`src/rtl/flash_guard_pkg.sv`:
```
// Package: shared constants and state encoding for the flash access guard.
// Assumes an 8-bit register window with four locations.
package flash_guard_pkg;

    localparam int BYTE_W = 8;
    localparam int LOC_W  = 2;

    // Register window locations.
    localparam logic [LOC_W-1:0] LOC_CMD   = 2'd0;
    localparam logic [LOC_W-1:0] LOC_PAGE  = 2'd1;
    localparam logic [LOC_W-1:0] LOC_DIVHI = 2'd2;
    localparam logic [LOC_W-1:0] LOC_DIVLO = 2'd3;

    // Command bytes.
    localparam logic [BYTE_W-1:0] KEY_FIRST  = 8'h73;
    localparam logic [BYTE_W-1:0] KEY_SECOND = 8'h8C;
    localparam logic [BYTE_W-1:0] CMD_PROSEL = 8'h5E;
    localparam logic [BYTE_W-1:0] CMD_PROG   = 8'h4A;
    localparam logic [BYTE_W-1:0] CMD_ERASE  = 8'hB5;

    localparam int CODE_W = 3;

    // Lock machine states; the encoding is the status code read back.
    typedef enum logic [CODE_W-1:0] {
        GS_LOCKED = 3'd0,
        GS_KEY1   = 3'd1,
        GS_KEY2   = 3'd2,
        GS_OPEN   = 3'd3,
        GS_PROG   = 3'd4,
        GS_ERASE  = 3'd5
    } guard_state_t;

endpackage

```
`src/rtl/flash_guard_divider.sv`:
```
// Module: holds the 16-bit flash clock divider value as two byte registers
// and reports whether it has been configured (nonzero).
// Assumes writes are single-cycle strobes already decoded by location.
module flash_guard_divider
    import flash_guard_pkg::*;
#(
    parameter int DIV_W = 16
) (
    input  logic              clk,
    input  logic              rst_n,
    input  logic              hi_wr,
    input  logic              lo_wr,
    input  logic [BYTE_W-1:0] wdata,
    output logic [BYTE_W-1:0] hi_q,
    output logic [BYTE_W-1:0] lo_q,
    output logic              div_ok
);

    localparam int HI_W = DIV_W - BYTE_W;

    logic [HI_W-1:0]   hi_r;
    logic [BYTE_W-1:0] lo_r;

    // Capture the divider bytes on their own write strobes.
    always_ff @(posedge clk) begin
        if (!rst_n) begin
            hi_r <= '0;
            lo_r <= '0;
        end else begin
            if (hi_wr) hi_r <= wdata[HI_W-1:0];
            if (lo_wr) lo_r <= wdata;
        end
    end

    // Present the bytes and the configured flag.
    always_comb begin
        hi_q   = BYTE_W'(hi_r);
        lo_q   = lo_r;
        div_ok = ({hi_r, lo_r} != '0);
    end

endmodule

```
`src/rtl/flash_guard_pagereg.sv`:
```
// Module: stores the selected page number and the sticky sector protect
// mask that share one register location. Reports whether the page value
// on the write bus falls in a protected sector.
// Assumes SECT_W <= 3 so the mask fits in one byte and SECT_W <= PAGE_W.
module flash_guard_pagereg
    import flash_guard_pkg::*;
#(
    parameter int PAGE_W = 7,
    parameter int SECT_W = 3
) (
    input  logic              clk,
    input  logic              rst_n,
    input  logic              page_load,
    input  logic              mask_wr,
    input  logic [BYTE_W-1:0] wdata,
    output logic [PAGE_W-1:0] page_q,
    output logic [BYTE_W-1:0] mask_q,
    output logic              sect_hit
);

    localparam int NSECT = 1 << SECT_W;

    logic [PAGE_W-1:0] page_r;
    logic [NSECT-1:0]  mask_r;
    logic [PAGE_W-1:0] wpage;
    logic [SECT_W-1:0] wsect;

    // Extract the page on the bus and its sector index.
    always_comb begin
        wpage = wdata[PAGE_W-1:0];
        wsect = wpage[PAGE_W-1 -: SECT_W];
    end

    // Hold the last accepted page number.
    always_ff @(posedge clk) begin
        if (!rst_n) begin
            page_r <= '0;
        end else if (page_load) begin
            page_r <= wpage;
        end
    end

    // One sticky bit per sector: set by a mask write, cleared only by reset.
    for (genvar s = 0; s < NSECT; s++) begin : g_sect
        always_ff @(posedge clk) begin
            if (!rst_n) begin
                mask_r[s] <= 1'b0;
            end else if (mask_wr && wdata[s]) begin
                mask_r[s] <= 1'b1;
            end
        end
    end

    // Present stored values and the protection lookup.
    always_comb begin
        page_q   = page_r;
        mask_q   = BYTE_W'(mask_r);
        sect_hit = mask_r[wsect];
    end

    // A set protect bit never falls back to zero while out of reset.
    assert_mask_sticky_R8: assert property (@(posedge clk) disable iff (!rst_n)
        (($past(mask_r) & ~mask_r) == '0));

endmodule

```
`src/rtl/flash_guard_fsm.sv`:
```
// Module: the lock state machine. Consumes decoded command and page writes,
// walks the two-key unlock sequence, checks the page match and protection,
// launches program or erase and waits for the done strobe.
// Assumes at most one of cmd_wr / page_wr is high in a cycle.
module flash_guard_fsm
    import flash_guard_pkg::*;
#(
    parameter int PAGE_W = 7
) (
    input  logic              clk,
    input  logic              rst_n,
    input  logic              cmd_wr,
    input  logic              page_wr,
    input  logic [BYTE_W-1:0] wdata,
    input  logic [PAGE_W-1:0] page_q,
    input  logic              sect_hit,
    input  logic              div_ok,
    input  logic              op_done,
    output guard_state_t      state,
    output logic              prosel,
    output logic              page_load,
    output logic              mask_wr,
    output logic              op_start
);

    guard_state_t state_r;
    guard_state_t state_n;
    logic         prosel_r;
    logic         prosel_n;
    logic         start_n;
    logic         page_same;
    logic         is_run_cmd;

    // Compare the page on the bus with the one captured before the keys.
    always_comb begin
        page_same  = (wdata[PAGE_W-1:0] == page_q);
        is_run_cmd = (wdata == CMD_PROG) || (wdata == CMD_ERASE);
    end

    // Next-state logic for the lock sequence and operation launch.
    always_comb begin
        state_n  = state_r;
        prosel_n = prosel_r;
        start_n  = 1'b0;
        case (state_r)
            GS_LOCKED: begin
                if (cmd_wr) begin
                    prosel_n = (wdata == CMD_PROSEL);
                    if (wdata == KEY_FIRST) state_n = GS_KEY1;
                end else if (page_wr) begin
                    prosel_n = 1'b0;
                end
            end
            GS_KEY1: begin
                if (cmd_wr) begin
                    state_n = (wdata == KEY_SECOND) ? GS_KEY2 : GS_LOCKED;
                end else if (page_wr) begin
                    state_n = GS_LOCKED;
                end
            end
            GS_KEY2: begin
                if (cmd_wr) begin
                    state_n = GS_LOCKED;
                end else if (page_wr) begin
                    state_n = (page_same && !sect_hit) ? GS_OPEN : GS_LOCKED;
                end
            end
            GS_OPEN: begin
                if (cmd_wr) begin
                    if (is_run_cmd && div_ok) begin
                        state_n = (wdata == CMD_ERASE) ? GS_ERASE : GS_PROG;
                        start_n = 1'b1;
                    end else begin
                        state_n = GS_LOCKED;
                    end
                end else if (page_wr) begin
                    state_n = GS_LOCKED;
                end
            end
            GS_PROG, GS_ERASE: begin
                if (op_done) state_n = GS_LOCKED;
            end
            default: state_n = GS_LOCKED;
        endcase
    end

    // State, protect-select flag and start pulse registers.
    always_ff @(posedge clk) begin
        if (!rst_n) begin
            state_r  <= GS_LOCKED;
            prosel_r <= 1'b0;
            op_start <= 1'b0;
        end else begin
            state_r  <= state_n;
            prosel_r <= prosel_n;
            op_start <= start_n;
        end
    end

    // Route page-location writes to the page or to the protect mask.
    always_comb begin
        state     = state_r;
        prosel    = prosel_r;
        mask_wr   = page_wr && prosel_r;
        page_load = page_wr && !prosel_r &&
                    ((state_r == GS_LOCKED) || (state_r == GS_KEY1) ||
                     (state_r == GS_KEY2));
    end

    // Entering the first-key state is only possible from locked.
    assert_key1_entry_R2: assert property (@(posedge clk) disable iff (!rst_n)
        (state_r == GS_KEY1 && $past(state_r) != GS_KEY1) |->
        ($past(state_r) == GS_LOCKED));

    // Entering the second-key state is only possible from the first-key state.
    assert_key2_entry_R3: assert property (@(posedge clk) disable iff (!rst_n)
        (state_r == GS_KEY2 && $past(state_r) != GS_KEY2) |->
        ($past(state_r) == GS_KEY1));

    // Unlocking happens only from the second-key state on a page write.
    assert_open_entry_R4: assert property (@(posedge clk) disable iff (!rst_n)
        (state_r == GS_OPEN && $past(state_r) != GS_OPEN) |->
        ($past(state_r) == GS_KEY2 && $past(page_wr)));

    // The start pulse lasts one cycle and follows the unlocked state.
    assert_start_pulse_R9: assert property (@(posedge clk) disable iff (!rst_n)
        op_start |-> ($past(state_r) == GS_OPEN && !$past(op_start)));

    // A busy machine without done holds its state.
    assert_busy_hold_R10: assert property (@(posedge clk) disable iff (!rst_n)
        ((state_r == GS_PROG || state_r == GS_ERASE) && !op_done) |=>
        $stable(state_r));

    // The protect-select flag is only ever held while locked.
    assert_prosel_locked_R7: assert property (@(posedge clk) disable iff (!rst_n)
        prosel_r |-> (state_r == GS_LOCKED));

endmodule

```
`src/rtl/flash_access_guard.sv`:
```
// Module: top of the flash access guard. Decodes the four-location register
// window, connects the lock machine, page/protect store and divider, and
// builds the read mux with the aliased locations.
// Assumes reads are combinational on reg_addr and writes take one cycle.
module flash_access_guard
    import flash_guard_pkg::*;
#(
    parameter int PAGE_W = 7,
    parameter int SECT_W = 3
) (
    input  logic              clk,
    input  logic              rst_n,
    input  logic              reg_wr,
    input  logic [1:0]        reg_addr,
    input  logic [7:0]        reg_wdata,
    output logic [7:0]        reg_rdata,
    output logic              flash_start,
    output logic              flash_erase,
    output logic [PAGE_W-1:0] flash_page,
    input  logic              flash_done
);

    guard_state_t      state;
    logic              prosel;
    logic              page_load;
    logic              mask_wr;
    logic              cmd_wr;
    logic              page_wr;
    logic              hi_wr;
    logic              lo_wr;
    logic [PAGE_W-1:0] page_q;
    logic [BYTE_W-1:0] mask_q;
    logic              sect_hit;
    logic [BYTE_W-1:0] div_hi;
    logic [BYTE_W-1:0] div_lo;
    logic              div_ok;

    // Decode write strobes by location.
    always_comb begin
        cmd_wr  = reg_wr && (reg_addr == LOC_CMD);
        page_wr = reg_wr && (reg_addr == LOC_PAGE);
        hi_wr   = reg_wr && (reg_addr == LOC_DIVHI);
        lo_wr   = reg_wr && (reg_addr == LOC_DIVLO);
    end

    flash_guard_fsm #(
        .PAGE_W (PAGE_W)
    ) u_fsm (
        .clk       (clk),
        .rst_n     (rst_n),
        .cmd_wr    (cmd_wr),
        .page_wr   (page_wr),
        .wdata     (reg_wdata),
        .page_q    (page_q),
        .sect_hit  (sect_hit),
        .div_ok    (div_ok),
        .op_done   (flash_done),
        .state     (state),
        .prosel    (prosel),
        .page_load (page_load),
        .mask_wr   (mask_wr),
        .op_start  (flash_start)
    );

    flash_guard_pagereg #(
        .PAGE_W (PAGE_W),
        .SECT_W (SECT_W)
    ) u_pagereg (
        .clk       (clk),
        .rst_n     (rst_n),
        .page_load (page_load),
        .mask_wr   (mask_wr),
        .wdata     (reg_wdata),
        .page_q    (page_q),
        .mask_q    (mask_q),
        .sect_hit  (sect_hit)
    );

    flash_guard_divider #(
        .DIV_W (16)
    ) u_div (
        .clk    (clk),
        .rst_n  (rst_n),
        .hi_wr  (hi_wr),
        .lo_wr  (lo_wr),
        .wdata  (reg_wdata),
        .hi_q   (div_hi),
        .lo_q   (div_lo),
        .div_ok (div_ok)
    );

    // Read mux: state code on the command location, mask or page on the
    // shared page location depending on the protect-select flag.
    always_comb begin
        case (reg_addr)
            LOC_CMD:   reg_rdata = BYTE_W'(state);
            LOC_PAGE:  reg_rdata = prosel ? mask_q : BYTE_W'(page_q);
            LOC_DIVHI: reg_rdata = div_hi;
            default:   reg_rdata = div_lo;
        endcase
    end

    // Operation outputs to the flash engine.
    always_comb begin
        flash_erase = (state == GS_ERASE);
        flash_page  = page_q;
    end

    // The state code never leaves the defined set.
    assert_code_range_R6: assert property (@(posedge clk) disable iff (!rst_n)
        (state <= GS_ERASE));

    // The page seen by the flash engine is stable while an operation runs.
    assert_page_stable_R10: assert property (@(posedge clk) disable iff (!rst_n)
        ((state == GS_PROG || state == GS_ERASE) &&
         ($past(state) == GS_PROG || $past(state) == GS_ERASE)) |->
        $stable(flash_page));

    // A start pulse only occurs with a configured divider.
    assert_start_div_R11: assert property (@(posedge clk) disable iff (!rst_n)
        flash_start |-> div_ok);

endmodule

```
`config.mk`:
```
export PLATFORM = sky130hd
export DESIGN_NAME = flash_access_guard
export DESIGN_NICKNAME = d
export VERILOG_FILES = /design/src/rtl/flash_guard_pkg.sv /design/src/rtl/flash_guard_divider.sv /design/src/rtl/flash_guard_pagereg.sv /design/src/rtl/flash_guard_fsm.sv /design/src/rtl/flash_access_guard.sv
export SDC_FILE = /design/constraint.sdc
export NUM_CORES = 1
export LEC_CHECK = 0
export BUFFER_PORTS_ARGS = -buffer_cell sky130_fd_sc_hd__buf_2
export CAP_MARGIN = 15
export CORE_ASPECT_RATIO = 1.2
export CORE_MARGIN = 8
export CORE_UTILIZATION = 29
export DETAILED_ROUTE_END_ITERATION = 10
export PLACE_DENSITY = 0.55
export SYNTH_ARGS = -nofsm -noshare
export SYNTH_HDL_FRONTEND = slang
export SYNTH_SLANG_ARGS = --single-unit
```
`constraint.sdc`:
```
create_clock -name clk -period 4.5 [get_ports clk]
set_input_delay 0.675 -clock clk [delete_from_list [all_inputs] [get_ports clk]]
set_output_delay 0.675 -clock clk [all_outputs]
set_load 0.05 [all_outputs]
```
Word-level counts from Yosys, hierarchy flattened
Index checks and enable logic that the tools add are counted.
W data, S select, Z words.
{"block": "totals", "elab_cells": 83, "register_bits": 36, "input_bits": 14, "out_inout_bits": 17}
{"block": "op_classes", "n_lt_le_gt_ge": 1, "eq_ne": 18, "n_mux": 20, "reduce_logical": 30}
{"op": "$mux W3", "n": 9}
{"op": "$eq A8 B7 Y1 const B", "n": 3}
{"op": "$pmux W8 S3", "n": 1}
{"op": "$logic_and A1 B1 Y1", "n": 17}
{"op": "$eq A8 B8 Y1 const B", "n": 2}
{"op": "$reduce_bool A16 Y1", "n": 1}
{"op": "$pmux W3 S5", "n": 1}
{"op": "$mux W8", "n": 1}
{"op": "$eq A7 B7 Y1", "n": 1}
{"op": "$eq A3 B2 Y1 const B", "n": 2}
{"op": "$eq A3 B3 Y1 const B", "n": 2}
{"op": "$mux W1", "n": 5}
{"op": "$eq A2 B2 Y1 const B", "n": 2}
{"op": "$lt A3 B4 Y1 const B", "n": 1}
{"op": "$mux W2", "n": 2}
{"op": "$ne A2 B2 Y1 const B", "n": 2}
{"op": "$reduce_and A4 Y1", "n": 1}
{"op": "$bmux W1 S3", "n": 1}
{"op": "$eq A3 B1 Y1 const B", "n": 1}
{"op": "$logic_not A3 Y1", "n": 1}
{"op": "$logic_or A1 B1 Y1", "n": 3}
{"op": "$ne A3 B2 Y1 const B", "n": 1}
{"op": "$reduce_and A3 Y1", "n": 1}
{"op": "$eq A2 B1 Y1 const B", "n": 1}
{"op": "6 further kinds", "n": 7}

Logic depth before layout (Yosys ltp)
Gate-level depths: netlist of the first run.
{"block": "logic_depth", "ltp_word": 8, "mapped_depth": 7, "ltp_nobuf": 4}

Cells and area by module
From an unflattened synthesis of the first run, not the netlist that was laid out.
{"block": "unflattened", "hier_cells": 198, "hier_area_um2": 1991.9}
{"mod": "flash_guard_divider", "cells_each": 56, "instances": 1, "area_each_um2": 639.4}
{"mod": "flash_guard_pagereg", "cells_each": 51, "instances": 1, "area_each_um2": 580.6}
{"mod": "flash_guard_fsm", "cells_each": 59, "instances": 1, "area_each_um2": 465.4}
{"mod": "flash_access_guard", "cells_each": 32, "instances": 1, "area_each_um2": 306.5}

Least setup slack after synthesis of the first run
Ideal clock, no wire load.
{"block": "synth_path", "path_type": "input port to output port", "startpoint": "in reg_addr[1]", "endpoint": "out reg_rdata[7]", "path_buffers": 2, "setup_slack_ps": 1460, "path_stages": 4, "t_required_ps": 3825, "arrival_time_ps": 2365, "cell_sequence": "clkbuf_1 > clkbuf_1 > nand2_1 > o21ai_0"}
{"block": "synth_between", "elab_chain_cells": 2, "word_cells_on_any_way": 4}
{"element": "from (decl)", "line_no": "flash_access_guard.sv:14", "rtl": "input logic [1:0] reg_addr,"}
{"element": "$eq A2 B2 Y1, or another cell as far along", "line_no": "flash_access_guard.sv:95", "rtl": "case (reg_addr)"}
{"element": "$pmux W8 S3 *", "line_no": "flash_access_guard.sv:95"}
{"element": "to (decl)", "line_no": "flash_access_guard.sv:16", "rtl": "output logic [7:0] reg_rdata,"}
Every way passes the cells marked *; elsewhere a longest branch is shown, timed or not.

Final worst setup path of the first run
{"block": "layout_path", "startpoint": "reg u_fsm.prosel_r (netlist: u_fsm.prosel)", "endpoint": "out reg_rdata[0]"}
{"block": "layout_between", "elab_chain_cells": 2}
{"element": "from (decl)", "line_no": "flash_guard_fsm.sv:28", "rtl": "logic prosel_r;"}
{"element": "from (signal assigned)", "line_no": "flash_guard_fsm.sv:95", "rtl": "prosel_r <= prosel_n;"}
{"element": "$mux W8", "line_no": "flash_access_guard.sv:97", "rtl": "LOC_PAGE: reg_rdata = prosel ? mask_q : BYTE_W'(page_q);"}
{"element": "$pmux W8 S3", "line_no": "flash_access_guard.sv:95"}
Every way passes these cells.

==> results.sh, run 1 <==
export IMPL_wire_per_inst_um=16.87
export IMPL_fp_dieW_um=92.18
export IMPL_powerDensity_nw_per_um2=296.2
export IMPL_period_minus_slack_ns=2.649
export IMPL_h_tree_depth=2
export IMPL_path_class="flop to output pin"
export IMPL_syn_area_sq_um=2019
export IMPL_cts_tree="done"
export IMPL_p_leak_uw=0.0009507
export IMPL_crit_family="multiplexers"
export IMPL_vias_per_cell=5.091
export IMPL_postCtsSetupBuffers=0
export IMPL_cp_cell_sequence="mux2_2 > mux4_2 > buf_2"
export IMPL_dp_cells=311
export IMPL_syn2layout_area_growth_pct=12.70
export IMPL_gp_congestion=0.8208
export IMPL_final_cell_count_no_fill=318
export IMPL_synth_warnings=0
export IMPL_finalMaxSlewViolations=0
export IMPL_max_freq_ghz=0.3776
export IMPL_first_global_vias=1648
export IMPL_setup_viol=0
export IMPL_layout_common_cells="dfxtp_1 (36), nor2b_1 (33), buf_2 (30)"
export IMPL_pwr_share_seq_pct=49.3
export IMPL_die_h_um=107.4
export IMPL_synth_edff_count=0
export IMPL_num_antenna_cells=0
export IMPL_synthCells=215
export IMPL_synth_area_per_cell_sq_um=9.393
export IMPL_die_area_sq_um=9901
export IMPL_skew_ns=0.006265
export IMPL_critical_path_slowest_cell="dfxtp_1"
export IMPL_slowest_delay_ns=0.62
export IMPL_async_flop_share_pct=0
export IMPL_fin_tns_setup_ns=0
export IMPL_cts_sinks=36
export IMPL_swShare_pct=26.40
export IMPL_clkLatencyLatePin_ns=0.29
export IMPL_synth_nets=229
export IMPL_synth_seq_area_share_pct=35.69
export IMPL_start_util_pct=29.82
export IMPL_drt_iter0_drc=63
export IMPL_holdBufCountCts=0
export IMPL_cts_made_buffers=5
export IMPL_critPathBufInv=1
export IMPL_cap_viol_max_count=0
export IMPL_slew_headroom_pct=61.18
export IMPL_final_common_cell="dfxtp_1"
export IMPL_row_count=33
export IMPL_yosysUniqueCellTypes=39
export IMPL_grt_overflow=0
export IMPL_crit_fanout=11
export IMPL_arrival_ns=1.97
export IMPL_cts_root_buf="clkbuf_8"
export IMPL_peakVddDrop_uv=106.4
export IMPL_drive_gt1_share_pct=21.65
export IMPL_power_switching_uw=178.0
export IMPL_ys_ff_latch=36
export IMPL_timing_final_ws_setup_ns=1.851
export IMPL_combPwrFrac_pct=13.7
export IMPL_finalCritPeriodShare_pct=58.86
export IMPL_rsz0062_at_grt="no"
export IMPL_final_util_pct=33.61
export IMPL_track_usage_pct=11.08
export IMPL_drc=0
export IMPL_antenna_left=0
export IMPL_hpwlAfterDp_um=3880
export IMPL_p_clk_share_pct=37.0
export IMPL_timing_reg2reg_setup_slack_ns=2.90
export IMPL_hold_class="flop to flop"
export IMPL_worst_pin_slew_ns=0.5823
export IMPL_io_buffers=30
export IMPL_cp_start_kind="flop"
export IMPL_routed_wl_um=5365
export IMPL_grt_pass1_wl_um=8673
export IMPL_drtPass1Iterations=4
export IMPL_synth_flop_cell="dfxtp_1"
export IMPL_core_sq_um=6771
export IMPL_internal_power_uw=496.2
export IMPL_clk_path_buf_depth=2
export IMPL_cts_resized=0
export IMPL_hold_viol=0
export IMPL_grt_start_max_net_pins=38
export IMPL_outcome="finished clean"
export IMPL_place_ws_ns=2.076
export IMPL_antenna_found_initial=0
export IMPL_cp_end_kind="output pin"
export IMPL_nNetsFinal=245
export IMPL_finalPower_uw=674.2
export IMPL_vias=1619
export IMPL_crit_required_ns=3.83
export IMPL_ioPinCount=31
export IMPL_clk_pin_slew_ns=0.07
==> cells in the mapped netlist, drive strengths merged (3+ instances only) <==
master	n	area, sq um
a21oi	10	50.05
buf	7	46.29
clkbuf	14	52.55
dfxtp	36	720.7
mux2	7	78.83
mux2i	28	280.3
mux4	5	112.6
nand2	12	45.04
nand3	4	20.02
nand4	4	25.02
nor2b	33	206.5
nor3	4	20.02
nor4	6	37.54
o21ai	10	50.04
or4b	3	33.78
xor2	6	52.55
==> worst reg2reg max path, stage by stage, from the launching register on <==
cell	delay (ns)
dfxtp_1	0.44
nor3_1	0.30
nand2_1	0.11
or4_1	0.54
a21boi_1	0.14
==> stage by stage <==
step	hold WS [ns]	area (sq um)
floorplan	0.4694	2019
global placement	0.5011	2180
detailed placement	0.5105	2180
CTS	0.5287	2276
global route	0.5466	2276
finish	0.5283	2276
==> power by group through the flow <==
stage / clock network (uW) / logic (uW) / registers (uW)
finish: 249 / 92.4 / 332
global route: 271 / 99.6 / 333
floorplan: 0 / 64.7 / 345
global placement: 0 / 92.2 / 340
CTS: 257 / 92.8 / 332
detailed placement: 0 / 92.5 / 340
==> kinds of logic after synthesis <==
| logic type | Yosys count | share of synthesized area [%] |
|---|---|---|
| compound gates | 28 | 7.869 |
| simple gates | 81 | 24.78 |
| xor+xnor | 7 | 3.036 |
| flops | 36 | 35.69 |
| buf+inv | 23 | 5.266 |
| mux | 40 | 23.36 |
==> flip-flops by register name, summed over array words and instances (netlist names) <==
| name | flops |
|---|---|
| u_pagereg.mask_q | 8 |
| u_pagereg.page_q | 7 |
| u_fsm.prosel | 1 |
| u_fsm.state | 3 |
| u_div.hi_q | 8 |
| u_div.lo_q | 8 |
| u_fsm.op_start | 1 |
==> worst paths after layout <==
path                            cells past startpoint                             start                               end
worst max register to register                      4       u_fsm.state[0]$_SDFFE_PN0P_         u_fsm.prosel$_SDFFE_PN0P_
worst max-delay path                                3         u_fsm.prosel$_SDFFE_PN0P_                      reg_rdata[0]
worst min register to register                      2  u_pagereg.mask_q[2]$_SDFFE_PN0P_  u_pagereg.mask_q[2]$_SDFFE_PN0P_
worst min-delay path                                2  u_pagereg.mask_q[2]$_SDFFE_PN0P_  u_pagereg.mask_q[2]$_SDFFE_PN0P_
==> cell type report <==
type	count	area (sq um)
tap	87	108.9
sequential	36	720.7
fill	727	4496
inverter	2	7.507
multi-input combinational	156	1192
timing repair buffer	30	150.1
clock buffer	7	96.34
==> per-layer routing <==
| metal | GRT usage [%] | up-vias | share of wire, % | wire length (um) |
|---|---|---|---|---|
| li1 | - | 797 | - | - |
| met1 | 12.42 | 767 | 43 | 2297 |
| met2 | 19.14 | 44 | 50 | 2656 |
| met3 | 2.582 | 11 | 4.9 | 265 |
| met4 | 5.652 | 0 | 2.7 | 146 |
| met5 | 0 | - | 0 | 0 |
(Power assumes the default switching activity.)
==> run 2: changes to the inputs <==
==> constraint.sdc (replaced) <==
create_clock -name clk -period 2.7 [get_ports clk]
set_input_delay 0.405 -clock clk [delete_from_list [all_inputs] [get_ports clk]]
set_output_delay 0.405 -clock clk [all_outputs]
set_load 0.05 [all_outputs]
==> results.sh, run 2 (synthesis gave the netlist of run 1 again) <==
export IMPL_wirelength_met1_um=2581
export IMPL_grt_overflow=0
export IMPL_cp_start_kind="flop"
export IMPL_r2r_start="u_fsm.state[0]$_SDFFE_PN0P_"
export IMPL_die_area_sq_um=9901
export IMPL_num_antenna_cells=0
export IMPL_fillers=734
export IMPL_fin_tns_setup_ns=0
export IMPL_dr_wl_met3_um=119
export IMPL_cp_end_kind="output pin"
export IMPL_swShare_pct=27.22
export IMPL_cts_tree="done"
export IMPL_clkLatencyLatePin_ns=0.28
export IMPL_p_leak_uw=0.0009513
export IMPL_cts_resized=0
export IMPL_drt_iter0_drc=100
export IMPL_io_buffers=30
export IMPL_rsz0062_at_grt="no"
export IMPL_internal_power_uw=807.9
export IMPL_first_global_vias=1660
export IMPL_setup_viol=0
export IMPL_peakVddDrop_uv=210.5
export IMPL_period_minus_slack_ns=2.165
export IMPL_outcome="finished clean"
export IMPL_row_count=33
export IMPL_finalCritPeriodShare_pct=80.19
export IMPL_max_freq_ghz=0.4619
export IMPL_die_h_um=107.4
export IMPL_core_sq_um=6771
export IMPL_antenna_left=0
export IMPL_syn2layout_area_growth_pct=12.76
export IMPL_h_tree_depth=2
export IMPL_multi_input_area_sq_um=1192
export IMPL_powerDensity_nw_per_um2=487.4
export IMPL_fp_dieW_um=92.18
export IMPL_drc=0
export IMPL_final_common_cell="dfxtp_1"
export IMPL_hp_start="flash_done"
export IMPL_seq_area_sq_um=720.7
export IMPL_wl_met2_um=2664
export IMPL_finalPower_uw=1110
export IMPL_nNetsFinal=246
export IMPL_power_switching_uw=302.1
export IMPL_ioPinCount=31
export IMPL_cts_made_buffers=5
export IMPL_vias=1614
export IMPL_crit_required_ns=2.30
export IMPL_drive_gt1_share_pct=21.46
export IMPL_track_usage_pct=11.19
export IMPL_combPwrFrac_pct=13.9
export IMPL_slew_headroom_pct=61.77
export IMPL_postCtsSetupBuffers=0
export IMPL_gp_congestion=0.8220
export IMPL_cap_viol_max_count=0
export IMPL_top_layer="met4"
export IMPL_layout_common_cells="dfxtp_1 (36), nor2b_1 (33), buf_2 (30)"
export IMPL_drtPass1Iterations=4
export IMPL_hold_viol=0
export IMPL_finalMaxSlewViolations=0
export IMPL_worst_pin_slew_ns=0.5717
export IMPL_crit_fanout=4
export IMPL_cts_sinks=36
export IMPL_worst_r2r_path_depth=4
export IMPL_grt_pass1_wl_um=8728
export IMPL_hpwlAfterDp_um=3920
export IMPL_timing_reg2reg_setup_slack_ns=1.06
export IMPL_start_util_pct=29.82
export IMPL_antenna_found_initial=0
export IMPL_holdBufCountCts=0
export IMPL_cts_root_buf="clkbuf_8"
export IMPL_grt_start_max_net_pins=38
export IMPL_vias_per_cell=5.044
export IMPL_p_clk_share_pct=36.2
export IMPL_wire_per_inst_um=17.17
export IMPL_startpoint="u_fsm.prosel$_SDFFE_PN0P_"
export IMPL_clk_path_buf_depth=2
export IMPL_min_to="u_fsm.state[2]$_SDFFE_PN0P_"
export IMPL_clk_pin_slew_ns=0.07
export IMPL_routed_wl_um=5494
export IMPL_path_class="flop to output pin"
export IMPL_arrival_ns=1.76
export IMPL_pwr_share_seq_pct=49.9
export IMPL_holdPathStages=4
export IMPL_hold_class="input port to flop"
export IMPL_worstReg2RegEnd="u_fsm.prosel$_SDFFE_PN0P_"
export IMPL_skew_ns=0.002286
[run 2: cell count changes in the layout (fill, tap and decap cells not counted)]
cell | previous run | this run
clkbuf_1 | 0 | 2
clkbuf_8 | 7 | 6
buf_4 | 0 | 1
[run 2: power groups by stage]
| stage | Combinational, uW | Clock [uW] | Sequential, uW |
|---|---|---|---|
| finish | 154 | 402 | 554 |
| global route | 167 | 435 | 556 |
| CTS | 155 | 411 | 554 |
| detailed placement | 155 | 0 | 566 |
| global placement | 155 | 0 | 566 |
| floorplan | 108 | 0 | 575 |
[run 2: layer usage]
metal | vias to the layer above | track usage [%]
met1 | 774 | 13.16
met4 | 0 | 5.652
li1 | 800 | -
met2 | 31 | 19.19
met5 | - | 0
met3 | 9 | 1.814
[run 2: how the worst max path moves through the flow]
stage	slack (ns)	to
floorplan	0.20	reg_rdata[7]
finish	0.53	reg_rdata[0]
global placement	0.80	reg_rdata[3]
global route	0.48	reg_rdata[0]
detailed placement	0.79	u_pagereg.page_q[1]$_SDFFE_PN0P_
CTS	0.52	reg_rdata[0]
[run 2: worst max-delay path, cell delays in order, from the launching register on]
cell,delay [ns]
dfxtp_1,0.41
mux2_2,0.37
mux4_2,0.47
buf_2,0.23
[run 2: final cells by class]
cell class	count	share of cell area [%]
repair buffers	31	6.923
flip-flops and latches	36	31.65
clock buffers	8	3.956
well taps	87	4.780
multi-input cells	156	52.36
inverters	2	0.3297
[run 2: metrics by stage]
| stage | utilization (%) | hold WS, ns | setup WS [ns] | std cells | instance area, sq um |
|---|---|---|---|---|---|
| after floorplan | - | 0.4694 | 0.1999 | 215 | 2019 |
| after global placement | 32.30 | 0.5021 | 0.7990 | 312 | 2187 |
| after detailed placement | 32.30 | 0.5040 | 0.7912 | 312 | 2187 |
| after CTS | 33.63 | 0.4116 | 0.5170 | 320 | 2277 |
| after global routing | 33.63 | 0.4540 | 0.4848 | 320 | 2277 |
| final | 33.63 | 0.4144 | 0.5350 | 320 | 2277 |
==> run 3: changes to the inputs <==
--- a/config.mk
+++ b/config.mk
@@ -5,6 +5,7 @@
 export SDC_FILE = /design/constraint.sdc
 export NUM_CORES = 1
 export LEC_CHECK = 0
+export ABC_AREA = 1
 export BUFFER_PORTS_ARGS = -buffer_cell sky130_fd_sc_hd__buf_2
 export CAP_MARGIN = 15
 export CORE_ASPECT_RATIO = 1.2
==> constraint.sdc (replaced) <==
create_clock -name clk -period 2.19 [get_ports clk]
set_input_delay 0.3285 -clock clk [delete_from_list [all_inputs] [get_ports clk]]
set_output_delay 0.3285 -clock clk [all_outputs]
set_load 0.05 [all_outputs]
==> results.sh, run 3 <==
export IMPL_async_flop_share_pct=0
export IMPL_drtPass1Iterations=4
export IMPL_routed_wl_um=6000
export IMPL_cts_made_buffers=5
export IMPL_skew_ns=0.004393
export IMPL_die_area_sq_um=9942
export IMPL_synth_edff_count=0
export IMPL_clk_pin_slew_ns=0.08
export IMPL_syn_area_sq_um=2029
export IMPL_worst_pin_slew_ns=0.5186
export IMPL_antenna_found_initial=0
export IMPL_crit_required_ns=1.86
export IMPL_vias=2047
export IMPL_gp_congestion=0.8074
export IMPL_holdBufCountCts=0
export IMPL_dr_wl_met3_um=210
export IMPL_clk_path_buf_depth=2
export IMPL_critPathBufInv=2
export IMPL_hpwlAfterDp_um=4538
export IMPL_track_usage_pct=12.53
export IMPL_slew_headroom_pct=65.39
export IMPL_core_sq_um=6813
export IMPL_h_tree_depth=2
export IMPL_drive_gt1_share_pct=16.72
export IMPL_peakVddDrop_uv=244.7
export IMPL_fp_dieW_um=92.37
export IMPL_die_h_um=107.6
export IMPL_max_freq_ghz=0.5374
export IMPL_yosysUniqueCellTypes=27
export IMPL_arrival_ns=1.53
export IMPL_cts_sinks=36
export IMPL_slowest_delay_ns=0.33
export IMPL_timing_final_ws_setup_ns=0.3293
export IMPL_antenna_left=0
export IMPL_finalMaxSlewViolations=0
export IMPL_io_buffers=30
export IMPL_synth_seq_area_share_pct=35.51
export IMPL_fin_tns_setup_ns=0
export IMPL_path_class="flop to output pin"
export IMPL_powerDensity_nw_per_um2=778.6
export IMPL_r2r_start="u_fsm.state[1]$_SDFFE_PN0P_"
export IMPL_hold_viol=0
export IMPL_layout_common_cells="nand2_1 (72), a21oi_1 (42), inv_1 (37)"
export IMPL_start_util_pct=29.79
export IMPL_ioPinCount=31
export IMPL_period_minus_slack_ns=1.861
export IMPL_ys_ff_latch=36
export IMPL_startpoint="u_fsm.prosel$_SDFFE_PN0P_"
export IMPL_cp_end_kind="output pin"
export IMPL_vias_per_cell=4.851
export IMPL_synth_nets=321
export IMPL_synth_warnings=0
export IMPL_setup_viol=0
export IMPL_cts_tree="done"
export IMPL_wire_per_inst_um=14.22
export IMPL_syn2layout_area_growth_pct=14.30
export IMPL_synthCells=307
export IMPL_row_count=33
export IMPL_hold_class="input port to flop"
export IMPL_cap_viol_max_count=0
export IMPL_clkLatencyLatePin_ns=0.29
export IMPL_wl_met2_um=3063
export IMPL_top_layer="met4"
export IMPL_cp_cell_sequence="inv_1 > o21ai_0 > a21oi_1 > a21oi_1 > nand3_1 > buf_2"
export IMPL_yosysTopAreaCell="dfxtp_1"
export IMPL_num_antenna_cells=0
export IMPL_synth_common_cells="nand2_1 (72), a21oi_1 (42), inv_1 (37)"
export IMPL_finalCritPeriodShare_pct=84.97
export IMPL_fillers=763
export IMPL_crit_family="compound AO/OA/AOI/OAI gates"
export IMPL_p_leak_uw=0.0009967
export IMPL_outcome="finished clean"
export IMPL_hp_start="reg_wdata[7]"
export IMPL_crit_fanout=7
export IMPL_yosysTopAreaCellShare_pct=35.51
export IMPL_drt_iter0_drc=91
export IMPL_cp_start_kind="flop"
export IMPL_grt_overflow=0
export IMPL_synth_flop_cell="dfxtp_1"
export IMPL_grt_pass1_wl_um=9901
export IMPL_rsz0062_at_grt="no"
export IMPL_crit_top_cell="a21oi_1"
export IMPL_wirelength_met1_um=2595
export IMPL_first_global_vias=2023
export IMPL_synth_most_common_cell="nand2_1"
export IMPL_synth_area_per_cell_sq_um=6.611
export IMPL_cts_root_buf="clkbuf_8"
export IMPL_drc=0
export IMPL_place_ws_ns=0.4137
export IMPL_cts_resized=0
export IMPL_yosys_top_cells_area="dfxtp_1 (36%), nand2_1 (13%), a21oi_1 (10%), inv_1 (6.8%), o21ai_0 (6.2%)"
export IMPL_final_common_cell="nand2_1"
export IMPL_postCtsSetupBuffers=0
export IMPL_critical_path_slowest_cell="dfxtp_1"
export IMPL_grt_start_max_net_pins=23
export IMPL_nNetsFinal=348
-- run 3: cell families (layout without fill, tap and decap cells) --
kind of cell / count (synthesis) / count (layout) / synth area share (%)
compound gates: 80 / 80 / 21.52
simple gates: 137 / 137 / 30.39
flops: 36 / 36 / 35.51
buf+inv: 52 / 80 / 11.71
xor+xnor: 2 / 2 / 0.8633
-- run 3: worst min-delay path, cell delays in order --
cell,delay (ns)
buf_2,0.15
nand2_1,0.08
a21oi_1,0.05
-- run 3: layer usage --
metal,track usage (%),up-vias
met5,0,-
met4,6.228,0
met3,2.652,8
met2,21.85,46
met1,14.08,940
li1,-,1053
-- run 3: per-stage QoR --
stage	instance area (sq um)	total power, uW	instances	hold slack [ns]	utilization [%]
6_report	2320	1806	422	0.3608	34.05
4_1_cts	2320	1823	422	0.3458	34.05
3_3_place_gp	2212	1223	414	0.4677	32.47
3_5_place_dp	2212	1223	414	0.4660	32.47
2_1_floorplan	2029	1118	307	0.4438	-
5_1_grt	2320	1918	422	0.3711	34.05
-- run 3: path summary, 6_finish.rpt --
path,slack (ns),to,cells after the start
worst max-delay path,0.33,reg_rdata[1],6
worst min-delay path,0.36,u_pagereg.mask_q[7]$_SDFFE_PN0P_,3
worst max register to register,0.73,u_fsm.state[1]$_SDFFE_PN0P_,8
worst min register to register,0.48,u_div.lo_q[7]$_SDFFE_PN0P_,2
-- run 3: final cells by class --
| type | instances | area, sq um | area share [%] |
|---|---|---|---|
| timing repair buffer | 31 | 157.7 | 6.796 |
| clock buffer | 6 | 72.57 | 3.128 |
| tap | 87 | 108.9 | 4.693 |
| sequential | 36 | 720.7 | 31.07 |
| clock inverter | 2 | 35.03 | 1.510 |
| inverter | 41 | 153.9 | 6.634 |
| multi-input combinational | 219 | 1071 | 46.17 |
-- run 3: power breakdown --
group | switching [uW] | leakage, uW | internal, uW
clock network | 260 | 0.0000552 | 338
registers | 52.5 | 0.000293 | 696
logic | 322 | 0.000649 | 137
total | 635 | 0.000997 | 1170
